$ cat config.mk
export PLATFORM = sky130hd
export DESIGN_NAME = intc_cpu_iface
export DESIGN_NICKNAME = d
export VERILOG_FILES = /design/src/rtl/icpu_pkg.sv /design/src/rtl/icpu_select.sv /design/src/rtl/icpu_active_stack.sv /design/src/rtl/intc_cpu_iface.sv
export SDC_FILE = /design/constraint.sdc
export NUM_CORES = 1
export LEC_CHECK = 0
export BUFFER_PORTS_ARGS = -buffer_cell sky130_fd_sc_hd__buf_2
export CORE_ASPECT_RATIO = 0.75
export CORE_MARGIN = 2
export CORE_UTILIZATION = 40
export CTS_CLUSTER_DIAMETER = 30
export DETAILED_ROUTE_END_ITERATION = 10
export GPL_ROUTABILITY_DRIVEN = 0
export PLACE_DENSITY = 0.59
export REMOVE_ABC_BUFFERS = 1
export SLEW_MARGIN = 20
export SYNTH_ARGS = -nofsm -noshare
export SYNTH_HDL_FRONTEND = slang
export SYNTH_SLANG_ARGS = --single-unit
export TNS_END_PERCENT = 50
$ cat constraint.sdc
create_clock -name clk -period 70.4 [get_ports clk]
set_clock_uncertainty 0.1 [all_clocks]
set_input_delay 10.56 -clock clk [delete_from_list [all_inputs] [get_ports clk]]
set_output_delay 10.56 -clock clk [all_outputs]
set_load 0.02 [all_outputs]
$ cat src/rtl/icpu_pkg.sv
`timescale 1ns/1ps
package icpu_pkg;
    localparam int ID_W = 10;
    localparam logic [ID_W-1:0] SPURIOUS_ID = 10'd1023;

    localparam logic [11:0] ADDR_CTRL = 12'h000;
    localparam logic [11:0] ADDR_MASK = 12'h004;
    localparam logic [11:0] ADDR_ACK  = 12'h00C;
    localparam logic [11:0] ADDR_EOI  = 12'h010;

    typedef enum logic [1:0] {
        ST_EMPTY   = 2'd0,
        ST_PARTIAL = 2'd1,
        ST_FULL    = 2'd2
    } stk_state_e;
endpackage

$ cat src/rtl/icpu_select.sv
`timescale 1ns/1ps
module icpu_select import icpu_pkg::*; #(
    parameter int NUM_INT = 32,
    parameter int PRIO_W  = 8
) (
    input  logic [NUM_INT-1:0]        pend,
    input  logic [NUM_INT-1:0]        group,
    input  logic [NUM_INT*PRIO_W-1:0] prio,
    input  logic [1:0]                grp_en,
    input  logic [PRIO_W-1:0]         mask,
    input  logic [PRIO_W-1:0]         running,
    output logic                      found,
    output logic [ID_W-1:0]           best_id,
    output logic [PRIO_W-1:0]         best_prio,
    output logic                      best_group
);
    // Linear scan: strict less-than keeps the lowest ID on equal priority.
    always_comb begin
        found      = 1'b0;
        best_id    = '0;
        best_prio  = '1;
        best_group = 1'b0;
        for (int i = 0; i < NUM_INT; i++) begin
            logic [PRIO_W-1:0] p;
            logic              ok;
            p  = prio[i*PRIO_W +: PRIO_W];
            ok = pend[i] && grp_en[group[i]] && (p < mask) && (p < running);
            if (ok && (!found || p < best_prio)) begin
                found      = 1'b1;
                best_id    = ID_W'(i);
                best_prio  = p;
                best_group = group[i];
            end
        end
    end
endmodule

$ cat src/rtl/icpu_active_stack.sv
`timescale 1ns/1ps
module icpu_active_stack import icpu_pkg::*; #(
    parameter int DEPTH  = 2,
    parameter int PRIO_W = 8
) (
    input  logic              clk,
    input  logic              rst_n,
    input  logic              push,
    input  logic [ID_W-1:0]   push_id,
    input  logic [PRIO_W-1:0] push_prio,
    input  logic              pop_req,
    input  logic [ID_W-1:0]   pop_id,
    output logic [PRIO_W-1:0] running_prio,
    output logic [ID_W-1:0]   top_id,
    output logic              full,
    output logic              empty
);
    localparam int CNT_W = $clog2(DEPTH + 1);

    stk_state_e         state_q, state_d;
    logic [CNT_W-1:0]   cnt_q;
    logic [ID_W-1:0]    id_mem   [DEPTH];
    logic [PRIO_W-1:0]  prio_mem [DEPTH];
    logic [PRIO_W-1:0]  top_prio;
    logic               push_eff, pop_eff;

    assign full     = (state_q == ST_FULL);
    assign empty    = (state_q == ST_EMPTY);
    assign push_eff = push && !full;
    assign pop_eff  = pop_req && !empty && (pop_id == top_id);

    always_comb begin
        top_id   = '0;
        top_prio = '1;
        for (int i = 0; i < DEPTH; i++) begin
            if (cnt_q == CNT_W'(i + 1)) begin
                top_id   = id_mem[i];
                top_prio = prio_mem[i];
            end
        end
    end
    assign running_prio = empty ? '1 : top_prio;

    // Next-state logic: ACK_PUSH and EOI_POP transitions.
    always_comb begin
        state_d = state_q;
        unique case (state_q)
            ST_EMPTY:
                if (push_eff) state_d = (DEPTH == 1) ? ST_FULL : ST_PARTIAL;
            ST_PARTIAL:
                if (push_eff && cnt_q == CNT_W'(DEPTH - 1)) state_d = ST_FULL;
                else if (pop_eff && cnt_q == CNT_W'(1))   state_d = ST_EMPTY;
            ST_FULL:
                if (pop_eff) state_d = (DEPTH == 1) ? ST_EMPTY : ST_PARTIAL;
            default:
                state_d = ST_EMPTY;
        endcase
    end

    // State register and occupancy.
    always_ff @(posedge clk or negedge rst_n) begin
        if (!rst_n) begin
            state_q <= ST_EMPTY;
            cnt_q   <= '0;
        end else begin
            state_q <= state_d;
            if (push_eff)     cnt_q <= cnt_q + CNT_W'(1);
            else if (pop_eff) cnt_q <= cnt_q - CNT_W'(1);
        end
    end

    for (genvar g = 0; g < DEPTH; g++) begin : g_entry
        always_ff @(posedge clk or negedge rst_n) begin
            if (!rst_n) begin
                id_mem[g]   <= '0;
                prio_mem[g] <= '1;
            end else if (push_eff && cnt_q == CNT_W'(g)) begin
                id_mem[g]   <= push_id;
                prio_mem[g] <= push_prio;
            end
        end
    end

    assert_push_sets_running_R6: assert property (@(posedge clk) disable iff (!rst_n)
        push_eff |=> running_prio == $past(push_prio));
    assert_bad_eoi_ignored_R10: assert property (@(posedge clk) disable iff (!rst_n)
        (pop_req && !empty && pop_id != top_id && !push) |=> $stable(cnt_q) && $stable(running_prio));
    assert_no_push_when_full_R11: assert property (@(posedge clk) disable iff (!rst_n)
        full |-> !push);
    assert_last_pop_idle_R9: assert property (@(posedge clk) disable iff (!rst_n)
        (pop_req && pop_id == top_id && cnt_q == CNT_W'(1)) |=> (empty && running_prio == '1));
endmodule

$ cat src/rtl/intc_cpu_iface.sv
`timescale 1ns/1ps
module intc_cpu_iface import icpu_pkg::*; #(
    parameter int NUM_INT   = 32,
    parameter int PRIO_W    = 8,
    parameter int ACT_DEPTH = 2,
    parameter int NUM_SGI   = 16,
    parameter int SRC_W     = 3,
    parameter int ADDR_W    = 12,
    parameter int DATA_W    = 32
) (
    input  logic                      clk,
    input  logic                      rst_n,
    input  logic                      bus_valid,
    input  logic                      bus_write,
    input  logic [ADDR_W-1:0]         bus_addr,
    input  logic [DATA_W-1:0]         bus_wdata,
    output logic [DATA_W-1:0]         bus_rdata,
    output logic                      bus_rvalid,
    input  logic [NUM_INT-1:0]        cand_pend,
    input  logic [NUM_INT-1:0]        cand_group,
    input  logic [NUM_INT*PRIO_W-1:0] cand_prio,
    input  logic [NUM_SGI*SRC_W-1:0]  sgi_src,
    output logic                      irq_o,
    output logic                      fiq_o,
    output logic                      ack_valid_o,
    output logic [ID_W-1:0]           ack_id_o
);
    localparam int PAD_W = DATA_W - ID_W - SRC_W;

    logic              grp0_en_q, grp1_en_q, fiq_route_q;
    logic [PRIO_W-1:0] mask_q;
    logic              rd, wr, rd_ack, take, wr_eoi;
    logic              sel_found, sel_group;
    logic [ID_W-1:0]   sel_id, top_id;
    logic [PRIO_W-1:0] sel_prio, running_prio;
    logic              stk_full, stk_empty;
    logic [SRC_W-1:0]  sel_src;
    logic [DATA_W-1:0] rdata_d;
    logic              unused_ok;

    assign unused_ok = ^{bus_wdata, stk_empty};

    assign rd     = bus_valid && !bus_write;
    assign wr     = bus_valid && bus_write;
    assign rd_ack = rd && (bus_addr == ADDR_W'(ADDR_ACK));
    assign wr_eoi = wr && (bus_addr == ADDR_W'(ADDR_EOI));
    assign take   = rd_ack && sel_found && !stk_full;

    icpu_select #(.NUM_INT(NUM_INT), .PRIO_W(PRIO_W)) u_select (
        .pend      (cand_pend),
        .group     (cand_group),
        .prio      (cand_prio),
        .grp_en    ({grp1_en_q, grp0_en_q}),
        .mask      (mask_q),
        .running   (running_prio),
        .found     (sel_found),
        .best_id   (sel_id),
        .best_prio (sel_prio),
        .best_group(sel_group)
    );

    icpu_active_stack #(.DEPTH(ACT_DEPTH), .PRIO_W(PRIO_W)) u_stack (
        .clk         (clk),
        .rst_n       (rst_n),
        .push        (take),
        .push_id     (sel_id),
        .push_prio   (sel_prio),
        .pop_req     (wr_eoi),
        .pop_id      (bus_wdata[ID_W-1:0]),
        .running_prio(running_prio),
        .top_id      (top_id),
        .full        (stk_full),
        .empty       (stk_empty)
    );

    always_comb begin
        sel_src = '0;
        for (int i = 0; i < NUM_SGI; i++)
            if (sel_id == ID_W'(i)) sel_src = sgi_src[i*SRC_W +: SRC_W];
    end

    always_comb begin
        rdata_d = '0;
        unique case (bus_addr)
            ADDR_W'(ADDR_CTRL): rdata_d = DATA_W'({fiq_route_q, 1'b0, grp1_en_q, grp0_en_q});
            ADDR_W'(ADDR_MASK): rdata_d = DATA_W'(mask_q);
            ADDR_W'(ADDR_ACK):  rdata_d = take ? {{PAD_W{1'b0}}, sel_src, sel_id}
                                               : {{PAD_W{1'b0}}, {SRC_W{1'b0}}, SPURIOUS_ID};
            default:            rdata_d = '0;
        endcase
    end

    always_ff @(posedge clk or negedge rst_n) begin
        if (!rst_n) begin
            grp0_en_q   <= 1'b0;
            grp1_en_q   <= 1'b0;
            fiq_route_q <= 1'b0;
            mask_q      <= '0;
        end else if (wr) begin
            if (bus_addr == ADDR_W'(ADDR_CTRL)) begin
                grp0_en_q   <= bus_wdata[0];
                grp1_en_q   <= bus_wdata[1];
                fiq_route_q <= bus_wdata[3];
            end
            if (bus_addr == ADDR_W'(ADDR_MASK)) mask_q <= bus_wdata[PRIO_W-1:0];
        end
    end

    // Registered outputs.
    always_ff @(posedge clk or negedge rst_n) begin
        if (!rst_n) begin
            bus_rdata   <= '0;
            bus_rvalid  <= 1'b0;
            irq_o       <= 1'b0;
            fiq_o       <= 1'b0;
            ack_valid_o <= 1'b0;
            ack_id_o    <= '0;
        end else begin
            bus_rvalid  <= rd;
            bus_rdata   <= rd ? rdata_d : '0;
            irq_o       <= sel_found && !stk_full && !(!sel_group && fiq_route_q);
            fiq_o       <= sel_found && !stk_full && !sel_group && fiq_route_q;
            ack_valid_o <= take;
            ack_id_o    <= take ? sel_id : '0;
        end
    end

    assert_one_line_R4: assert property (@(posedge clk) disable iff (!rst_n)
        !(irq_o && fiq_o));
    assert_groups_off_R12: assert property (@(posedge clk) disable iff (!rst_n)
        (!grp0_en_q && !grp1_en_q) |=> (!irq_o && !fiq_o));
    assert_ack_pulse_R6: assert property (@(posedge clk) disable iff (!rst_n)
        take |=> (ack_valid_o && ack_id_o == $past(sel_id)));
    assert_spurious_quiet_R8: assert property (@(posedge clk) disable iff (!rst_n)
        (rd_ack && !take) |=> (!ack_valid_o && bus_rdata[ID_W-1:0] == SPURIOUS_ID));
    assert_full_silent_R11: assert property (@(posedge clk) disable iff (!rst_n)
        stk_full |=> (!irq_o && !fiq_o));
endmodule

# --- Word-level counts from Yosys, hierarchy flattened ---
# Cells that the tools add are included.
totals:
  register_bits: 97
  latch_bits: 0
  mem_bits_rw: 0
  mem_bits_ro: 0
  out_inout_bits: 46
  wordCells: 613
  mem_count: 0
classes:
  n_addsub: 2
  n_mul: 0
  n_div: 0
  magnitude_cmp: 127
  n_eq_ne: 26
  shifts: 0
  mux: 223
  bitwise_logic: 0
  reduce_logical: 219
op_table:
  columns: ["operator", "count"]
  rows:
  - ["$lt 8x8->1", 95]
  - ["$mux 8", 35]
  - ["$logic_and 1x1->1", 144]
  - ["$mux 1", 129]
  - ["$eq 10x4->1 const B", 8]
  - ["$mux 5", 16]
  - ["$lt 1x2->1 const B", 32]
  - ["$mux 3", 20]
  - ["$eq 10x3->1 const B", 4]
  - ["$pmux 13 s3", 1]
  - ["$logic_not 1->1", 36]
  - ["$mux 32", 1]
  - ["$mux 4", 8]
  - ["$logic_or 1x1->1", 31]
  - ["$mux 10", 3]
  - ["$eq 10x2->1 const B", 2]
  - ["$mux 2", 8]
  - ["$mux 13", 1]
  - ["$eq 12x3->1 const B", 1]
  - ["$eq 12x4->1 const B", 1]
  - ["$eq 12x5->1 const B", 1]
  - ["$logic_not 12->1", 1]
  - ["$eq 10x1->1 const B", 1]
  - ["$eq 10x10->1", 1]
  - ["other kinds (12)", 17]

# --- Longest topological paths before layout ---
# Gate-level depths: netlist of run 1.
logic_depth:
  depth_word: 151
  ltp_mapped: 389

# --- Hierarchy ---
# From an unflattened synthesis of run 1, not the netlist that was laid out.
unflattened:
  cells_unflattened: 3349
  hier_area_um2: 26267.7
by_module_without_submodules:
  columns: ["mod", "instances", "cells_per_inst", "area_per_inst_um2"]
  rows:
  - ["icpu_select", 1, 2935, 21884.7]
  - ["intc_cpu_iface", 1, 219, 2239.6]
  - ["icpu_active_stack", 1, 195, 2143.3]

# --- Worst setup path after synthesis of run 1 ---
# Ideal clock, no wire load.
synth_path:
  kind: "in2reg"
  startpoint: "input cand_prio[5]"
  endpoint: "register u_stack.prio_mem[0] in the netlist's numbering"
  setup_time_ps: 82
  arrival_ps: 72711
  required_ps: 70218
  setup_slack_ps: -2493
  stages: 345
  path_cell_list: "ha_1 -> a21oi_1 -> o21ai_0 -> nor4_1 -> and3_1 -> clkbuf_1 -> nand2_1 -> nor2_1 -> ha_1 -> a21oi_1 -> o21ai_0 -> nand2b_1 -> a21oi_1 -> a21o_1 -> clkbuf_1 -> nand2_1 -> o21ai_0 -> inv_1 -> [... 309 more ...] -> and2_1 -> nor2b_1 -> o31a_1 -> buf_2 -> buf_1 -> a21oi_1 -> ha_1 -> a21o_1 -> a21o_1 -> a21oi_1 -> o21ai_0 -> a21bo_2 -> and2_1 -> clkbuf_1 -> clkbuf_1 -> nor2_1 -> a21oi_1 -> mux2_2"
synth_between:
  elab_chain_cells: 132
  elab_cells_between_ends: 196
  classes_between: "order compare (33); mux (64); reduce/logical (99)"
synth_rtl:
  columns: ["item", "line_no", "rtl"]
  rows:
  - ["start: declaration", "intc_cpu_iface.sv:21", "input logic [NUM_INT*PRIO_W-1:0] cand_prio,"]
  - ["$lt 8x8->1", "icpu_select.sv:27", "ok = pend[i] && grp_en[group[i]] && (p < mask) && (p < running);"]
  - ["$logic_and 1x1->1 (2 in series)", "icpu_select.sv:27", null]
  - ["$mux 8 or $mux 1 (tied branches)", "icpu_select.sv:28", "if (ok && (!found || p < best_prio)) begin"]
  - ["$lt 8x8->1 or $logic_not 1->1 (tied branches)", "icpu_select.sv:28", null]
  - ["$logic_or 1x1->1", "icpu_select.sv:28", null]
  - ["$logic_and 1x1->1", "icpu_select.sv:28", null]
  - ["$mux 8 or $mux 1 (tied branches)", "icpu_select.sv:28", null]
  - ["$lt 8x8->1 or $logic_not 1->1 (tied branches)", "icpu_select.sv:28", null]
  - ["[... 114 more ...]", null, null]
  - ["$mux 8 or $mux 1 (tied branches)", "icpu_select.sv:28", null]
  - ["$lt 8x8->1 or $logic_not 1->1 (tied branches)", "icpu_select.sv:28", null]
  - ["$logic_or 1x1->1", "icpu_select.sv:28", null]
  - ["$logic_and 1x1->1", "icpu_select.sv:28", null]
  - ["$mux 1", "icpu_select.sv:28", null]
  - ["$logic_and 1x1->1 (2 in series)", "intc_cpu_iface.sv:47", "assign take = rd_ack && sel_found && !stk_full;"]
  - ["$logic_and 1x1->1", "icpu_active_stack.sv:29", "assign push_eff = push && !full;"]
  - ["$logic_and 1x1->1", "icpu_active_stack.sv:77", "end else if (push_eff && cnt_q == CNT_W'(g)) begin"]
  - ["end signal: indexed assignment", "icpu_active_stack.sv:79", "prio_mem[g] <= push_prio;"]
  - ["end: declaration", "icpu_active_stack.sv:23", "logic [PRIO_W-1:0] prio_mem [DEPTH];"]
# Several ways; a longest one is shown, not always the timed one.
# A chain may end at the register's enable or synchronous reset.

# --- Worst setup path after layout of run 1 ---
layout_path:
  startpoint: "input cand_prio[7]"
  endpoint: "register bus_rdata[10]"
layout_between:
  elab_chain_cells: 148
  elab_cells_between_ends: 259
  classes_between: "order compare (33); eq/ne (15); mux (113); reduce/logical (98)"
layout_rtl:
  columns: ["item", "line_no", "rtl"]
  rows:
  - ["$lt 8x8->1", "icpu_select.sv:27", null]
  - ["$logic_and 1x1->1 (2 in series)", "icpu_select.sv:27", null]
  - ["$mux 8 or $mux 1 (tied branches)", "icpu_select.sv:28", null]
  - ["$lt 8x8->1 or $logic_not 1->1 (tied branches)", "icpu_select.sv:28", null]
  - ["$logic_or 1x1->1", "icpu_select.sv:28", null]
  - ["$logic_and 1x1->1", "icpu_select.sv:28", null]
  - ["$mux 8 or $mux 1 (tied branches)", "icpu_select.sv:28", null]
  - ["$lt 8x8->1 or $logic_not 1->1 (tied branches)", "icpu_select.sv:28", null]
  - ["[... 116 more ...]", null, null]
  - ["$logic_or 1x1->1", "icpu_select.sv:28", null]
  - ["$logic_and 1x1->1", "icpu_select.sv:28", null]
  - ["$mux 5", "icpu_select.sv:28", null]
  - ["$logic_not 10->1", "intc_cpu_iface.sv:79", "if (sel_id == ID_W'(i)) sel_src = sgi_src[i*SRC_W +: SRC_W];"]
  - ["$mux 3 (16 in series)", "intc_cpu_iface.sv:79", null]
  - ["$mux 13 *", "intc_cpu_iface.sv:87", "ADDR_W'(ADDR_ACK): rdata_d = take ? {{PAD_W{1'b0}}, sel_src, sel_id}"]
  - ["$pmux 13 s3 *", "intc_cpu_iface.sv:84", "unique case (bus_addr)"]
  - ["$mux 32 *", "intc_cpu_iface.sv:120", "bus_rdata <= rd ? rdata_d : '0;"]
  - ["end signal: assignment", "intc_cpu_iface.sv:120", null]
  - ["end: declaration", "intc_cpu_iface.sv:17", "output logic [DATA_W-1:0] bus_rdata,"]
# Mark *: on every way between the ends. The rest lies on a longest branch, timed or not.

==> run metrics, run 1 <==
pwr dens=7.34 nW/um^2; Setup Viol. Count Final=0; worst reg2reg path depth=337; Via density=5.79; largest net degree at the start of global routing=63; R2R Path Start=u_stack.cnt_q[0]; Final Non-Filler Cells=4950; post-synth top area cell=ha_1; Storage cell area=1570 um^2; row count=79; Sequential Power Share=15.1%; most common cell in the netlist=ha_1; Worst Hold Class=reg2reg; Worst path top cell family by delay=compound AO/OA/AOI/OAI gates; CTS root buffer=clkbuf_16; H-tree Lvls=3; Synth top cells by count=548 x ha_1, 300 x nand2_1, 271 x a21oi_1; Antenna Nets Post-Route=0; ys async rst share=100%; drt drc=0; final net count=5076; Post-synth top flop=dfrtp_1; maximum clock insertion buffer count=2; worst hold start=u_stack.prio_mem[10]; vias in the first global route=25600; CTS Sinks=62; buffers and inverters on the worst path=47; P&R area growth vs syn=30.4%; chip width=292 um; Seq/Total Area, Yosys=6.31%; FF+latch count, synth=62; Final Critical Period=67.77 ns; Core Area=61800 um^2; hpwl dp=83000 um; Inst Count DP=4859; Leak Pwr=17.1 nW; DR WL/cell=21.1 um; DRT iter0 DRCs=2420; R2R Path End=bus_rdata[10]; synth top area cells=ha_1 28%, a21oi_1 5.4%, dfrtp_1 4.6%; IO Count=462; Hold Fails Final Rpt=0; Worst Tran Pin Value=0.955 ns; chip height=220 um; max_cap viols=0; Buffers on Ports=415; fin crit share=96.3%; gr usage total=30.4%; first-pass GRT wire length=152000 um; Comb power frac=66.7%; 1st-pass router iterations=8; CP startpoint kind=primary input; clock transition at the registers of the reported paths=0.05 ns; Synth cell types=114; Final Max Slew Viols=0; Initial Util=40.3%; outcome=complete, no violations; WL final=104000 um; Post-synth EDFFs=0; area of the mapped netlist=24900 um^2; clk_lat worst skew=0.33 ns; Crit path required time=70.49 ns; Hold WS=0.381 ns; cell internal pwr=0.122 mW; Placement Cell Area=30600 um^2; Overflow after GRT=0; Fillers=6102; Avg Cell Area, Syn=7.47 um^2; die area=64300 um^2; worst-path fanout max=9; Syn. warnings=0; Post-Synthesis Cells=3335; area share of the largest cell type after synthesis=27.5%; sw frac=48.8%; clock power share=18.2%; area occupied by multi-input gates=23200 um^2; CTS tree=yes; Finished Cell Area=32500 um^2; Worst Hold End=u_stack.prio_mem[10]; peak supply drop=0.00918 mV; Worst path most repeated cell=a21o_1; CTS hold repair buffers=0; top achievable clock speed=14.8 MHz; hold depth=2; Crit Path Class=in2reg; NetSw=0.116 mW; share of layout cells above drive strength 1=30.8%; slowest CP cell=o41a_1; via count=28700; max incr delay on CP=0.44 ns; initial antenna violation count=42; CTS buffer count=9; FF-to-FF setup slack=11.00 ns; Critical Path AT=67.86 ns; CP Capture Type=register; Slew headroom=36.2%
cells in the final DEF, fill, tap and decap left out, types with 48 or more instances in the layout:
master    count
a21o_1      109
a21oi_1     217
a21oi_2      48
buf_2       415
buf_4       449
ha_1        542
inv_1       187
mux2_2       87
mux2i_1      79
nand2_1     295
nand2b_1     82
nand3_1      59
nand4_1      62
nor2_1      234
nor2b_1      79
o21ai_0     193
final cells by class:
type	instances	area share, %
multi-input combinational	2964	71.4
timing repair buffer	876	17.3
sequential	62	4.85
tap	810	3.12
inverter	199	2.30
clock buffer	10	0.705
clock inverter	6	0.193
antenna	23	0.177
timing repair:
action	CTS	global route
setup endpoints to repair	41	41
pin swaps	1	80
resized for setup	21	257
endpoints found under the hold margin	0	0
gates cloned	0	8
setup buffers	1	43
layer usage:
layer / track usage (%) / vias to the layer above / wire length (um)
li1: - / 14200 / -
met1: 44.9 / 13100 / 49300
met2: 43.3 / 1151 / 42100
met3: 8.00 / 167 / 10600
met4: 6.92 / 42 / 2310
met5: 0 / - / 247
registers in the layout (all words and copies together) (netlist names):
register          cells
u_stack.prio_mem     16
bus_rdata            12
u_stack.id_mem       10
mask_q                8
ack_id_o              5
u_stack.cnt_q         2
u_stack.state_q       2
ack_valid_o           1
bus_rvalid            1
fiq_o                 1
fiq_route_q           1
grp0_en_q             1
grp1_en_q             1
irq_o                 1
through the flow:
| step | utilization, % | power [mW] | worst slack [ns] | TNS [ns] |
|---|---|---|---|---|
| 3_5_place_dp | 49.6 | 0.189 | -1.19 | -38.58 |
| 6_report | 52.6 | 0.238 | 2.63 | 0 |
| 5_1_grt | 52.6 | 0.258 | -0.424 | -10.34 |
| 3_3_place_gp | 49.6 | 0.187 | -0.880 | -27.13 |
| 4_1_cts | 50.2 | 0.234 | 0.00596 | 0 |
| 2_1_floorplan | - | 0.120 | 0.187 | 0 |
cells by family (layout without fill, tap and decap cells):
family / count (synthesis) / count (layout) / share of synthesized area (%)
compound gates: 1088 / 1091 / 29.4
simple gates: 1051 / 1054 / 20.7
fa+ha+maj: 586 / 586 / 29.1
buf+inv: 339 / 1091 / 5.65
mux: 184 / 185 / 7.97
flops: 62 / 62 / 6.31
xor+xnor: 24 / 24 / 0.844
other cells: 1 / 47 / 0.0151
power groups by stage:
stage	Combinational [mW]	Sequential [mW]	Clock (mW)
5_1_grt	0.176	0.0361	0.0457
6_report	0.159	0.0361	0.0433
4_1_cts	0.153	0.0361	0.0439
3_3_place_gp	0.150	0.0367	0
3_5_place_dp	0.153	0.0367	0
2_1_floorplan	0.0834	0.0367	0
worst max path at each step:
stage / cells after the start / from / endpoint
3_5_place_dp: 325 / cand_prio[5] / bus_rdata[11]
5_1_grt: 338 / cand_prio[7] / bus_rdata[10]
6_report: 333 / cand_prio[7] / bus_rdata[10]
3_3_place_gp: 326 / cand_prio[5] / bus_rdata[11]
4_1_cts: 328 / cand_prio[5] / bus_rdata[10]
2_1_floorplan: 303 / cand_prio[5] / bus_rdata[10]
tightest hold or removal path, stage by stage (launching register included):
cell and delay [ns]:
dfstp_2 0.36, nand2_1 0.04, o21ai_0 0.07
Power figures use the tool's default switching activity.
==> run 2, diff against run 1 <==
Settings changed: REMOVE_ABC_BUFFERS 1 to unset.
==> run metrics, run 2 (synthesis gave the netlist of run 1 again) <==
hold depth=2 (unchanged); gr usage total=28.9% (-1.5 points); CTS root buffer=clkbuf_16; pwr dens=7.36 nW/um^2 (+0.21%); NetSw=0.113 mW (-3.1%); Placement Cell Area=30000 um^2 (-2.1%); top achievable clock speed=14.8 MHz (+0.39%); setup TNS=0 ns (unchanged); GR Util met2=44.3% (+0.99 points); final net count=4973 (-2.0%); fin crit share=95.9% (-0.37 points); worst-path fanout max=12 (+3); Slew headroom=25.8% (-10 points); outcome=complete, no violations; Final Critical Period=67.51 ns (-0.261 ns); Sequential Power Share=15.5% (+0.4 points); GRT busiest layer=met2; 1st-pass router iterations=6 (-2); chip width=292 um (unchanged); Critical Path AT=67.61 ns (-0.25 ns); met1 Use GR=43.3% (-1.6 points); cell internal pwr=0.120 mW (-1.9%); Antenna Nets Post-Route=0 (unchanged); initial antenna violation count=21 (-50%); CTS Sinks=62 (unchanged); CP Capture Type=register; Worst path most repeated cell=a21o_1; max reg flops=16 (unchanged); chip height=220 um (unchanged); Overflow after GRT=0 (unchanged); CP startpoint kind=primary input; IO Count=462 (unchanged); H-tree Lvls=3 (unchanged); DRT iter0 DRCs=2313 (-4.4%); worst reg2reg path depth=334 (-0.89%); maximum clock insertion buffer count=2 (unchanged); die area=64300 um^2 (unchanged); P&R area growth vs syn=26.9%; Crit Path Class=in2reg; Crit path required time=70.49 ns (about the same); top flop regs=u_stack.prio_mem: 16 flops, bus_rdata: 12 flops, u_stack.id_mem: 10 flops; via count=28300 (-1.2%); clock transition at the registers of the reported paths=0.06 ns (about the same); peak supply drop=0.0160 mV (+74%); Worst Hold Class=reg2reg; clock power share=19.3% (+1.1 points); row count=79 (unchanged); Largest Register=u_stack.prio_mem; max incr delay on CP=0.48 ns (+0.04 ns); CTS buffer count=9 (unchanged); Comb power frac=65.2% (-1.5 points); Via density=5.85 (+1.1%); Fillers=6109 (+0.11%); Initial Util=40.3% (unchanged); met3 Use GR=3.12% (-4.9 points); clk_lat worst skew=0.33 ns (about the same); max_cap viols=0 (unchanged); Setup Viol. Count Final=0 (unchanged); CTS tree=yes; WL final=99000 um (-5.2%); Finished Cell Area=31600 um^2 (-2.7%); Hold WS=0.389 ns (+0.00827 ns); commonest non-fill, non-tap cell in the layout=ha_1; Leak Pwr=16.6 nW (-2.8%); CTS hold repair buffers=0 (unchanged); DR WL/cell=20.5 um (-3.0%); most frequent cells in the layout=545 x ha_1, 415 x buf_2, 349 x buf_4, 295 x nand2_1, 235 x nor2_1; share of layout cells above drive strength 1=28.9% (-1.9 points); hpwl dp=77700 um (-6.4%); Worst Tran Pin Value=1.11 ns (+0.150 ns); largest net degree at the start of global routing=63 (unchanged); vias in the first global route=25700 (+0.44%); Core Area=61800 um^2 (unchanged); slowest CP cell=o41a_1; Final Max Slew Viols=0 (unchanged); sw frac=48.5% (-0.30 points); drt drc=0 (unchanged); first-pass GRT wire length=148000 um (-2.7%); Buffers on Ports=415 (unchanged); Hold Fails Final Rpt=0 (unchanged)
==> run 2: what timing repair did <==
action	CTS	global route
pin swaps	0	63
gates resized for setup	5	250
endpoints found under the setup margin	36	41
buffers inserted	1	33
cloned	0	6
==> run 2: layout make-up <==
type / instances / area (um^2) / area share [%]
sequential: 62 / 1580 / 4.98
multi-input combinational: 2963 / 23100 / 73.1
clock inverter: 7 / 73.8 / 0.233
tap: 810 / 1010 / 3.20
inverter: 199 / 747 / 2.36
antenna: 14 / 35.0 / 0.111
clock buffer: 9 / 225 / 0.712
timing repair buffer: 774 / 4830 / 15.3
==> run 2: final timing paths <==
check / end / slack, ns / start
max: bus_rdata[10] / 2.89 / cand_prio[7]
min: u_stack.prio_mem[10] / 0.39 / u_stack.prio_mem[10]
max reg2reg: bus_rdata[10] / 10.99 / u_stack.cnt_q[0]
min reg2reg: u_stack.prio_mem[10] / 0.39 / u_stack.prio_mem[10]
max in group asynchronous: grp1_en_q / 59.35 / rst_n
min in group asynchronous: bus_rdata[3] / 10.28 / rst_n
==> run 2: per-stage QoR <==
stage | setup WS, ns | cells | power (mW) | utilization [%]
global route | -0.318 | 4831 | 0.252 | 51.2
floorplan | 0.00681 | 3358 | 0.124 | -
detailed placement | -0.393 | 4768 | 0.183 | 48.6
CTS | 0.0588 | 4785 | 0.228 | 49.1
global placement | -0.245 | 4768 | 0.180 | 48.6
finish | 2.89 | 4838 | 0.233 | 51.2
==> run 2: critical path, delay by kind of cell <==
| family | cells | cell delay, ns |
|---|---|---|
| simple gates | 96 | 14.26 |
| compound gates | 143 | 24.82 |
| fa+ha+maj | 32 | 8.33 |
| buf+inv | 44 | 5.33 |
| mux | 15 | 4.15 |
==> run 2: power by group through the flow <==
| stage | Clock, mW | Sequential (mW) | Combinational [mW] |
|---|---|---|---|
| after floorplan | 0 | 0.0367 | 0.0874 |
| final | 0.0448 | 0.0361 | 0.152 |
| after detailed placement | 0 | 0.0367 | 0.146 |
| after global routing | 0.0465 | 0.0361 | 0.170 |
| after CTS | 0.0449 | 0.0361 | 0.147 |
| after global placement | 0 | 0.0367 | 0.144 |
==> run 2: per-layer routing <==
layer  wire, um  vias to the layer above
li1           -                    13900
met1      48200                    13300
met2      41900                      952
met3       6610                      135
met4       2080                       20
met5        131                        -
